<file path="config.mk">
export PLATFORM = sky130hd
export DESIGN_NAME = strobe_pport
export DESIGN_NICKNAME = d
export VERILOG_FILES = /design/src/rtl/strobe_pport.sv
export SDC_FILE = /design/constraint.sdc
export NUM_CORES = 1
export LEC_CHECK = 0
export CAP_MARGIN = 5
export CORE_MARGIN = 2
export CORE_UTILIZATION = 65
export CTS_CLUSTER_DIAMETER = 60
export DETAILED_ROUTE_END_ITERATION = 12
export DONT_BUFFER_PORTS = 1
export PLACE_DENSITY = 0.81
export SYNTH_ARGS = -nofsm -noshare
export SYNTH_HDL_FRONTEND = slang
export SYNTH_SLANG_ARGS = --single-unit
</file>
<file path="constraint.sdc">
create_clock -name clk -period 4.4 [get_ports clk]
set_clock_uncertainty 0.1 [all_clocks]
set_input_delay 0.22 -clock clk [delete_from_list [all_inputs] [get_ports clk]]
set_output_delay 0.22 -clock clk [all_outputs]
set_load 0.05 [all_outputs]
</file>
<file path="src/rtl/strobe_pport.sv">
module strobe_pport #(
  parameter int DW = 8
) (
  input  logic          clk,
  input  logic          rst,
  input  logic [1:0]    addr,
  input  logic          wr_en,
  input  logic          rd_en,
  input  logic [DW-1:0] wdata,
  output logic [DW-1:0] rdata,
  input  logic [DW-1:0] pa_in,
  output logic [DW-1:0] pa_out,
  output logic          pa_oe,
  input  logic [DW-1:0] pb_in,
  output logic [DW-1:0] pb_out,
  output logic          pb_oe,
  input  logic [7:0]    pc_in,
  output logic [7:0]    pc_out,
  output logic [7:0]    pc_oe
);
  localparam logic [7:0] OE_A_IN  = 8'hEB;
  localparam logic [7:0] OE_A_OUT = 8'hBB;

  logic          a_in, b_in;
  logic [DW-1:0] dat_a, dat_b;
  logic          full_a, full_b, pend_a, pend_b;
  logic [7:0]    cb;
  logic          hsa_q, hsb_q;

  wire ctl_wr  = wr_en && addr == 2'd3;
  wire mode_wr = ctl_wr && wdata[7] && wdata[6:5] == 2'b01 && wdata[2];
  wire bsr_wr  = ctl_wr && !wdata[7];
  wire wr_a = wr_en && addr == 2'd0;
  wire wr_b = wr_en && addr == 2'd1;
  wire rd_a = rd_en && addr == 2'd0;
  wire rd_b = rd_en && addr == 2'd1;

  wire hsa    = a_in ? pc_in[4] : pc_in[6];
  wire hsb    = pc_in[2];
  wire rise_a = !hsa_q && hsa;
  wire rise_b = !hsb_q && hsb;
  wire inte_a = a_in ? cb[4] : cb[6];
  wire inte_b = cb[2];
  wire intr_a = pend_a && inte_a;
  wire intr_b = pend_b && inte_b;

  always_ff @(posedge clk) begin
    if (rst || mode_wr) begin
      hsa_q <= 1'b1;
      hsb_q <= 1'b1;
    end else begin
      hsa_q <= hsa;
      hsb_q <= hsb;
    end
  end

  always_ff @(posedge clk) begin
    if (rst) begin
      a_in <= 1'b1; b_in <= 1'b1;
      dat_a <= '0; dat_b <= '0;
      full_a <= 1'b0; full_b <= 1'b0;
      pend_a <= 1'b0; pend_b <= 1'b0;
      cb <= '0;
    end else if (mode_wr) begin
      a_in <= wdata[4]; b_in <= wdata[1];
      dat_a <= '0; dat_b <= '0;
      full_a <= 1'b0; full_b <= 1'b0;
      pend_a <= 1'b0; pend_b <= 1'b0;
      cb <= '0;
    end else begin
      if (bsr_wr) cb[wdata[3:1]] <= wdata[0];
      if (a_in) begin
        if (!hsa) begin dat_a <= pa_in; full_a <= 1'b1; end
        else if (rd_a) full_a <= 1'b0;
        if (rise_a && full_a && inte_a) pend_a <= 1'b1;
        else if (rd_a) pend_a <= 1'b0;
      end else begin
        if (wr_a) begin dat_a <= wdata; full_a <= 1'b1; end
        else if (!hsa) full_a <= 1'b0;
        if (wr_a) pend_a <= 1'b0;
        else if (rise_a && inte_a) pend_a <= 1'b1;
      end
      if (b_in) begin
        if (!hsb) begin dat_b <= pb_in; full_b <= 1'b1; end
        else if (rd_b) full_b <= 1'b0;
        if (rise_b && full_b && inte_b) pend_b <= 1'b1;
        else if (rd_b) pend_b <= 1'b0;
      end else begin
        if (wr_b) begin dat_b <= wdata; full_b <= 1'b1; end
        else if (!hsb) full_b <= 1'b0;
        if (wr_b) pend_b <= 1'b0;
        else if (rise_b && inte_b) pend_b <= 1'b1;
      end
    end
  end

  always_comb begin
    pc_out = 8'h00;
    pc_out[0] = intr_b;
    pc_out[1] = b_in ? full_b : !full_b;
    pc_out[3] = intr_a;
    if (a_in) begin
      pc_out[5]   = full_a;
      pc_out[7:6] = cb[7:6];
    end else begin
      pc_out[7]   = !full_a;
      pc_out[5:4] = cb[5:4];
    end
  end

  assign pc_oe  = a_in ? OE_A_IN : OE_A_OUT;
  assign pa_out = dat_a;
  assign pb_out = dat_b;
  assign pa_oe  = !a_in;
  assign pb_oe  = !b_in;

  always_comb begin
    rdata = '0;
    case (addr)
      2'd0: rdata = dat_a;
      2'd1: rdata = dat_b;
      2'd2: rdata[7:0] = (pc_out & pc_oe) | (pc_in & ~pc_oe);
      default: rdata = '0;
    endcase
  end

  a_r2_oe_moves_only_on_mode: assert property (@(posedge clk) disable iff (rst)
    !$stable(pc_oe) |-> $past(mode_wr));
  a_r3_strobe_sets_full: assert property (@(posedge clk) disable iff (rst)
    (a_in && !pc_in[4] && !ctl_wr) |=> pc_out[5]);
  a_r4_read_clears_full: assert property (@(posedge clk) disable iff (rst)
    (a_in && rd_a && pc_in[4] && !ctl_wr) |=> !pc_out[5]);
  a_r5_write_drops_obf: assert property (@(posedge clk) disable iff (rst)
    (!a_in && wr_a && !ctl_wr) |=> !pc_out[7]);
  a_r8_ack_rise_irq: assert property (@(posedge clk) disable iff (rst)
    (!a_in && inte_a && !hsa_q && pc_in[6] && !wr_a && !ctl_wr) |=> pc_out[3]);
endmodule

</file>
==> results of run 1 <==
==> placed cells by master, fill, tap and decap left out, drive strengths merged, types with 2 or more instances in the layout <==
cell type	count
nor2b	4
a21oi	6
buf	3
nor4b	2
o211ai	2
a211oi	17
o21ai	10
nand2b	3
mux2	2
dfxtp	29
o2bb2ai	2
nor2	25
dlygate4sd3	7
nand3	2
inv	10
clkbuf	7
nor3	2
conb	7
nand2	13
nor3b	2
nand4b	3
nand3b	2
mux2i	31
a221oi	2
==> area by class of cell <==
type	count	area, um^2
multi-input combinational	148	1021
fill	221	683.2
sequential	29	580.6
timing repair buffer	10	92.59
clock buffer	7	65.06
inverter	10	37.54
tap	30	37.54
clock inverter	1	5.005
==> layer usage <==
metal / wire [um] / track usage
met1: 1854 / 0.3602
met2: 2290 / 0.4807
met3: 387 / 0.09767
met4: 93 / 0.1190
met5: 0 / 0
==> power by group through the flow <==
stage / sequential, mW / clock, mW / combinational [mW]
3_3_place_gp: 0.331 / 0 / 0.0942
3_5_place_dp: 0.331 / 0 / 0.0971
2_1_floorplan: 0.327 / 0 / 0.0987
6_report: 0.325 / 0.189 / 0.105
5_1_grt: 0.327 / 0.204 / 0.112
4_1_cts: 0.325 / 0.192 / 0.103
==> critical path: cells and delay by family, from the launching register on <==
kind	cells	cell delay (ps)
AOI/OAI and AO/OA	1	760
DFF	1	560
buffers and inverters	1	380
muxes	1	160
==> through the flow <==
| stage | utilization | instances |
|---|---|---|
| floorplan | - | 212 |
| global placement | 0.6736 | 220 |
| detailed placement | 0.6736 | 220 |
| CTS | 0.7292 | 235 |
| global route | 0.7292 | 235 |
| finish | 0.7292 | 235 |
==> logic make-up after synthesis <==
logic type | count (synthesis) | synth area share
buffers and inverters | 35 | 0.1117
xor gates and xnor gates | 1 | 0.004951
and+or+nand+nor | 63 | 0.1811
AOI/OAI and AO/OA | 44 | 0.1747
muxes | 33 | 0.1952
other | 2 | 0.004245
DFF | 29 | 0.3281
==> sequential cells by signal, indices dropped and copies added (netlist names) <==
name and flops:
pa_out 8, pb_out 8, cb 5, a_in 1, b_in 1, full_a 1, full_b 1, hsa_q 1
hsb_q 1, pend_a 1, pend_b 1
==> path summary, 6_finish.rpt <==
path                                     startpoint                     end  slack [ps]  depth (start not counted)
worst min register to register  pend_b$_SDFFE_PP0P_     pend_b$_SDFFE_PP0P_         430                          2
worst max register to register    b_in$_SDFFE_PP1P_  pb_out[1]$_SDFFE_PP0P_        2190                          4
worst max-delay path              a_in$_SDFFE_PP1P_                rdata[3]        1880                          3
worst min-delay path                       wdata[5]  pb_out[5]$_SDFFE_PP0P_          10                          2
==> results.ini, run 1 <==
[pwr]
leakage_nw=0.8320
total_power_mw=0.6188
clock_power_share=0.305
pwr_density_cell_nw_per_um2=336.4
p_sw_frac=0.3537
ir_drop_mv=0.2476
internal_power_mw=0.3999
pwr-share-comb=0.170
p_switching_mw=0.2189
power_frac_seq=0.525

[clocking]
htree_num_levels=2
cts_resized=0
root_buffer=clkbuf_4
cts.clk_slew.worst_paths_ps=100
post_cts_buffers=0
clock_latency_ps=340
cts-hold-fix-buffers=7
numCtsBuffers=5
cts_tree=yes
clk_path_buf_depth=2
clock-sinks=29

[timing]
rsz0062_at_grt=no
fmax_mhz=396.5
slew_violations=0
holdWs_ps=13.84
finalCritPeriodShare=0.5733
setup_viol=0
fin_ws_ps=1878
setup_tns_ps=0
tightest_slew_ps=1152
hold_viol_final=0
slew_headroom=0.2322
fin_crit_ps=2522

[finish]
final_nets=242
drive_gt1_frac=0.09756
finalInstanceArea_um2=1839
synthToLayoutAreaGrowth_pct=3.960
antenna_cells=0

[routing]
wl_per_cell_um=19.68
dr.pass1.iters=4
ant_nets=0
dr.first_iter.drc_count=112
drt_wl_total_um=4625
viasPerCell=6.668
dr_total_vias=1567
drc=0

[setup_path]
crit_path_max_incr_delay_ps=760
cp.required_ps=4080
path_max_fanout=11
critPathKind=reg2out
critPathCaptureType=primary output
arrival_ps=2200
slowest_stage=o32ai_2
start_kind=flip-flop
crit_chain=buf_4 > mux2i_1 > o32ai_2

[global_route]
grt_pass1_wl_um=7251
overflow=0
antenna_found_initial=0
grtUsageTotal=0.2963
grt_max_degree=27
grt_pass1_vias=1530

[yosys]
synthFlopType=dfxtp_1
synth-edff-count=0
synth_most_common_cell=mux2i_1
ys_seq_area_frac=0.3281
synth_cells=207
synth_common_cells=mux2i_1, dfxtp_1, nor2_1, a211oi_1, nand2_1
synthesis.area_um2=1769
avgSynthCellArea_um2=8.547
synth_cell_type_count=40
synth_seq_cells=29
yosys.area.top_type=dfxtp_1
synth_area_leaders=dfxtp_1, mux2i_1, a211oi_1, nor2_1, buf_4
synth_top_area_share=0.3281
synthArstFlopShare=0
ys.warnings.count=0

[floorplanning]
dieWidth_um=56.17
core_um2=2522
num_rows=18
initial_utilization=0.7014
die-area_um2=3155
die_h_um=56.17
ios=80

[place]
placed_area_um2=1699
gp_congestion=0.8711
portBuffers=0
preCtsSetupSlack_ps=2196
dpl.hpwl_um=3196

[run_status]
outcome=finished, final reports clean

[job]
cap_viol_max_count=0

[hold_path]
hp-class=in2reg

(Power assumes the default switching activity.)
==> inputs of run 2 (changes only) <==
--- a/config.mk
+++ b/config.mk
@@ -7,11 +7,11 @@
 export LEC_CHECK = 0
 export CAP_MARGIN = 5
 export CORE_MARGIN = 2
-export CORE_UTILIZATION = 65
+export CORE_UTILIZATION = 56
 export CTS_CLUSTER_DIAMETER = 60
 export DETAILED_ROUTE_END_ITERATION = 12
 export DONT_BUFFER_PORTS = 1
-export PLACE_DENSITY = 0.81
+export PLACE_DENSITY = 0.74
 export SYNTH_ARGS = -nofsm -noshare
 export SYNTH_HDL_FRONTEND = slang
 export SYNTH_SLANG_ARGS = --single-unit
==> constraint.sdc (replaced) <==
create_clock -name clk -period 2 [get_ports clk]
set_clock_uncertainty 0.1 [all_clocks]
set_input_delay 0.1 -clock clk [delete_from_list [all_inputs] [get_ports clk]]
set_output_delay 0.1 -clock clk [all_outputs]
set_load 0.05 [all_outputs]
==> results.ini, run 2 (synthesis results as in run 1) <==
[pwr]
power_frac_seq=0.426  ; -0.099
p_sw_frac=0.3543  ; +0.0006438
pwr_density_cell_nw_per_um2=589.1  ; +75%
p_switching_mw=0.5190  ; +140%
pwr-share-comb=0.317  ; +0.147
clock_power_share=0.257  ; -0.048
ir_drop_mv=0.5656  ; +130%
internal_power_mw=0.9456  ; +140%
leakage_nw=1.136  ; +36%

[timing]
slew_violations=0  ; unchanged
finalCritPeriodShare=0.9294
fin_ws_ps=141.2  ; -1736 ps
holdWs_ps=4.761  ; -9.078 ps
rsz0062_at_grt=no
fmax_mhz=538.0
setup_viol=0  ; unchanged
slew_headroom=0.6106  ; +0.3784
hold_viol_final=0  ; unchanged
setup_tns_ps=0  ; unchanged
fin_crit_ps=1859
tightest_slew_ps=571.9  ; -579.7 ps

[floorplanning]
dieWidth_um=60.21  ; +7.2%
num_rows=20  ; +2
die-area_um2=3625  ; +15%
die_h_um=60.21  ; +7.2%
core_um2=3028  ; +20%
ios=80  ; unchanged
initial_utilization=0.5843  ; -0.1171

[setup_path]
critPathCaptureType=primary output
start_kind=flip-flop
arrival_ps=1660  ; -540 ps
crit_chain=buf_6 > mux2_2 > nand2_1 > o21ai_1 > buf_12
path_max_fanout=15  ; +4
crit_path_max_incr_delay_ps=410  ; -350 ps
cp.required_ps=1800  ; -2280 ps
slowest_stage=dfxtp_2
critPathKind=reg2out

[clocking]
htree_num_levels=2  ; unchanged
numCtsBuffers=5  ; unchanged
clock-sinks=29  ; unchanged
root_buffer=clkbuf_4
cts.clk_slew.worst_paths_ps=100  ; about the same
cts_tree=yes
clk_path_buf_depth=2  ; unchanged
clock_latency_ps=340  ; about the same

[place]
dpl.hpwl_um=3588  ; +12%
gp_congestion=0.8292  ; -4.8%
preCtsSetupSlack_ps=399.0  ; -1797 ps
portBuffers=0  ; unchanged

[global_route]
grt_pass1_vias=1867  ; +22%
grtUsageTotal=0.3433  ; +0.04703
overflow=0  ; unchanged
grt.busiest_layer=met2
grt_use_met1=0.3796  ; +0.01940
grt_max_degree=20  ; -26%
met3_usage=0.1342  ; +0.03652
antenna_found_initial=0  ; unchanged
grt_use_met2=0.5807  ; +0.1001
grt_pass1_wl_um=9032  ; +25%

[job]
cap_viol_max_count=0  ; unchanged

[routing]
viasPerCell=5.971  ; -10%
wl_per_cell_um=19.10  ; -3.0%
dr.first_iter.drc_count=147  ; +31%
drt_wl_total_um=5940  ; +28%
drc=0  ; unchanged
dr.pass1.iters=5  ; +1
ant_nets=0  ; unchanged
dr_total_vias=1857  ; +19%

[finish]
synthToLayoutAreaGrowth_pct=40.52
final_common_cell=dlygate4sd3_1
drive_gt1_frac=0.2135  ; +0.1159
mostFrequentLayoutCells=dlygate4sd3_1, mux2i_1, buf_4
final_nets=305  ; +26%
antenna_cells=0  ; unchanged

[hold_path]
hp-class=in2reg

[run_status]
outcome=finished, final reports clean

-- run 2: cell types whose count changed in the layout (fill, tap and decap cells not counted), moves of 2 or more --
cell / previous run / this run
dlygate4sd3_1: 7 / 36
dfxtp_1: 29 / 27
buf_4: 3 / 30
dfxtp_2: 0 / 2
buf_12: 0 / 6
-- run 2: layout make-up --
type / instances / area [um^2]
timing repair buffer: 73 / 716.9
tap: 44 / 55.05
sequential: 29 / 583.1
fill: 173 / 541.8
clock buffer: 7 / 55.05
multi-input combinational: 148 / 1035
inverter: 10 / 41.29
-- run 2: through the flow --
step | cells | total power [mW] | utilization | cell area [um^2]
final | 311 | 1.465 | 0.8211 | 2486
after global routing | 311 | 1.509 | 0.8211 | 2486
after CTS | 311 | 1.443 | 0.8190 | 2480
after detailed placement | 268 | 1.024 | 0.6818 | 2064
after global placement | 268 | 1.016 | 0.6818 | 2064
after floorplan | 212 | 0.9404 | - | 1805
-- run 2: worst paths after layout --
check | depth (start not counted) | startpoint | slack, ps | to
max reg2reg | 5 | a_in$_SDFFE_PP1P_ | 220 | full_a$_SDFFE_PP0P_
max | 5 | a_in$_SDFFE_PP1P_ | 140 | rdata[5]
min | 3 | wr_en | 5 | pend_b$_SDFFE_PP0P_
min reg2reg | 2 | cb[7]$_SDFFE_PP0P_ | 420 | cb[7]$_SDFFE_PP0P_
-- run 2: metal layers --
layer / vias up / part of all wire
met1: 849 / 0.36
li1: 832 / -
met3: 32 / 0.10
met5: - / 0
met2: 144 / 0.50
met4: 0 / 0.041
-- run 2: power by group through the flow --
stage	Sequential (mW)	Combinational [mW]	Clock, mW
after floorplan	0.720	0.221	0
after global placement	0.634	0.382	0
after detailed placement	0.635	0.389	0
after CTS	0.622	0.454	0.367
after global routing	0.626	0.485	0.398
final	0.623	0.464	0.377
-- run 2: what timing repair did --
item	in CTS	in global routing
hold buffers	36	0
gates resized for setup	0	3
buffers inserted	0	0
setup endpoints to repair	0	3
endpoints found under the hold margin	28	0
-- run 2: critical path: cells and delay by family (launching register included) --
family / cells / cell delay (ps)
simple gates: 1 / 80
compound gates: 1 / 100
mux: 1 / 360
buf+inv: 2 / 370
flops: 1 / 410
==> inputs of run 3 (changes only) <==
--- a/config.mk
+++ b/config.mk
@@ -12,6 +12,7 @@
 export DETAILED_ROUTE_END_ITERATION = 12
 export DONT_BUFFER_PORTS = 1
 export PLACE_DENSITY = 0.74
+export RECOVER_POWER = 50
 export SYNTH_ARGS = -nofsm -noshare
 export SYNTH_HDL_FRONTEND = slang
 export SYNTH_SLANG_ARGS = --single-unit
==> results.ini, run 3 (synthesis results as in run 1) <==
[run_status]
outcome=finished, final reports clean

[timing]
fin_ws_ps=154.1  ; +12.91 ps
hold_viol_final=0  ; unchanged
tightest_slew_ps=902.2  ; +330.3 ps
holdWs_ps=12.89  ; +8.125 ps
finalCritPeriodShare=0.9229  ; -0.006453
rsz0062_at_grt=no
fmax_mhz=541.7  ; +0.70%
slew_violations=0  ; unchanged
setup_viol=0  ; unchanged
fin_crit_ps=1846  ; -12.91 ps
slew_headroom=0.3986  ; -0.2121

[setup_path]
path_delay_family=flip-flops
critPathKind=reg2out
critPathCaptureType=primary output
path_max_fanout=15  ; unchanged
start_kind=flip-flop
worst-path-buf-inv=2  ; unchanged
slowest_stage=dfxtp_2
crit_path_max_incr_delay_ps=400  ; about the same
crit_chain=buf_6 > mux2_2 > nand2_1 > o21ai_1 > buf_12
arrival_ps=1650  ; about the same
cp.required_ps=1800  ; about the same

[floorplanning]
dieWidth_um=60.21  ; unchanged
ios=80  ; unchanged
initial_utilization=0.5843  ; unchanged
die_h_um=60.21  ; unchanged
die-area_um2=3625  ; unchanged
num_rows=20  ; unchanged
core_um2=3028  ; unchanged

[finish]
antenna_cells=0  ; unchanged
regArea_um2=583.1  ; unchanged
drive_gt1_frac=0.1573  ; -0.05618
mostFrequentLayoutCells=dlygate4sd3_1, mux2i_1, dfxtp_1
final_nets=305  ; unchanged
final_common_cell=dlygate4sd3_1
multi_input_area_um2=1035  ; unchanged
fill_cells=198  ; +14%
synthToLayoutAreaGrowth_pct=37.41

[routing]
dr.first_iter.drc_count=137  ; -6.8%
dr_total_vias=1880  ; +1.2%
drt_wl_total_um=5869  ; -1.2%
ant_nets=0  ; unchanged
wl_per_cell_um=18.87  ; -1.2%
viasPerCell=6.045  ; +1.2%
drc=0  ; unchanged
dr.pass1.iters=5  ; unchanged

[hold_path]
hp-class=in2reg

[clocking]
clock-sinks=29  ; unchanged
root_buffer=clkbuf_4
numCtsBuffers=5  ; unchanged
clk_path_buf_depth=2  ; unchanged
cts.clk_slew.worst_paths_ps=100  ; about the same
htree_num_levels=2  ; unchanged
clock_latency_ps=330  ; about the same
cts_tree=yes

[global_route]
antenna_found_initial=0  ; unchanged
grtUsageTotal=0.3433  ; unchanged
overflow=0  ; unchanged
grt_pass1_wl_um=9032  ; unchanged
grt_pass1_vias=1867  ; unchanged
grt_max_degree=20  ; unchanged

[pwr]
ir_drop_mv=0.5622  ; -0.59%
pwr_density_cell_nw_per_um2=593.3  ; +0.72%
leakage_nw=1.079  ; -5.0%

[place]
portBuffers=0  ; unchanged
gp_congestion=0.8292  ; unchanged
dpl.hpwl_um=3588  ; unchanged
preCtsSetupSlack_ps=399.0  ; unchanged

[job]
cap_viol_max_count=0  ; unchanged

-- run 3: stage by stage --
stage | instances | power, mW | util | TNS [ps] | area, um^2
after floorplan | 212 | 0.9404 | - | -23.05 | 1805
after global placement | 268 | 1.016 | 0.6818 | 0 | 2064
after detailed placement | 268 | 1.024 | 0.6818 | 0 | 2064
after CTS | 311 | 1.443 | 0.8190 | 0 | 2480
after global routing | 311 | 1.493 | 0.8029 | 0 | 2431
final | 311 | 1.442 | 0.8029 | 0 | 2431
-- run 3: timing repair --
item	4_1_cts	5_1_grt
hold buffers	36	0
endpoints found under the setup margin	0	3
hold endpoints to repair	28	0
resized for setup	0	3
buffers inserted	0	0
-- run 3: area by class of cell --
type                    count  area share
inverters                  10     0.01698
clock buffers               7     0.02265
well taps                  44     0.02265
multi-input cells         148      0.4256
repair buffers             73      0.2723
flip-flops and latches     29      0.2398
-- run 3: worst min-delay path: stages --
cell	delay (ps)
nor2b_1	120
o21a_1	120
nor3_1	40
-- run 3: worst paths after layout --
check	startpoint	endpoint	slack [ps]	depth (start not counted)
worst min-delay path	wr_en	pend_b$_SDFFE_PP0P_	10	3
worst max-delay path	a_in$_SDFFE_PP1P_	rdata[5]	150	5
worst max register to register	a_in$_SDFFE_PP1P_	pa_out[2]$_SDFFE_PP0P_	220	3
worst min register to register	cb[7]$_SDFFE_PP0P_	cb[7]$_SDFFE_PP0P_	420	2
-- run 3: per-layer routing --
layer / wire, um / GRT usage / up-vias
met5: 0 / 0 / -
met4: 204 / 0.1460 / 0
met3: 596 / 0.1342 / 29
met2: 2995 / 0.5807 / 135
met1: 2073 / 0.3796 / 874
li1: - / - / 842
-- run 3: report_power, final --
part	total, mW	switching, mW	leakage (nW)	internal, mW
combinational	0.448	0.290	0.810	0.158
clock	0.372	0.206	0.0314	0.166
sequential	0.623	0.0160	0.238	0.607
total	1.44	0.513	1.08	0.930
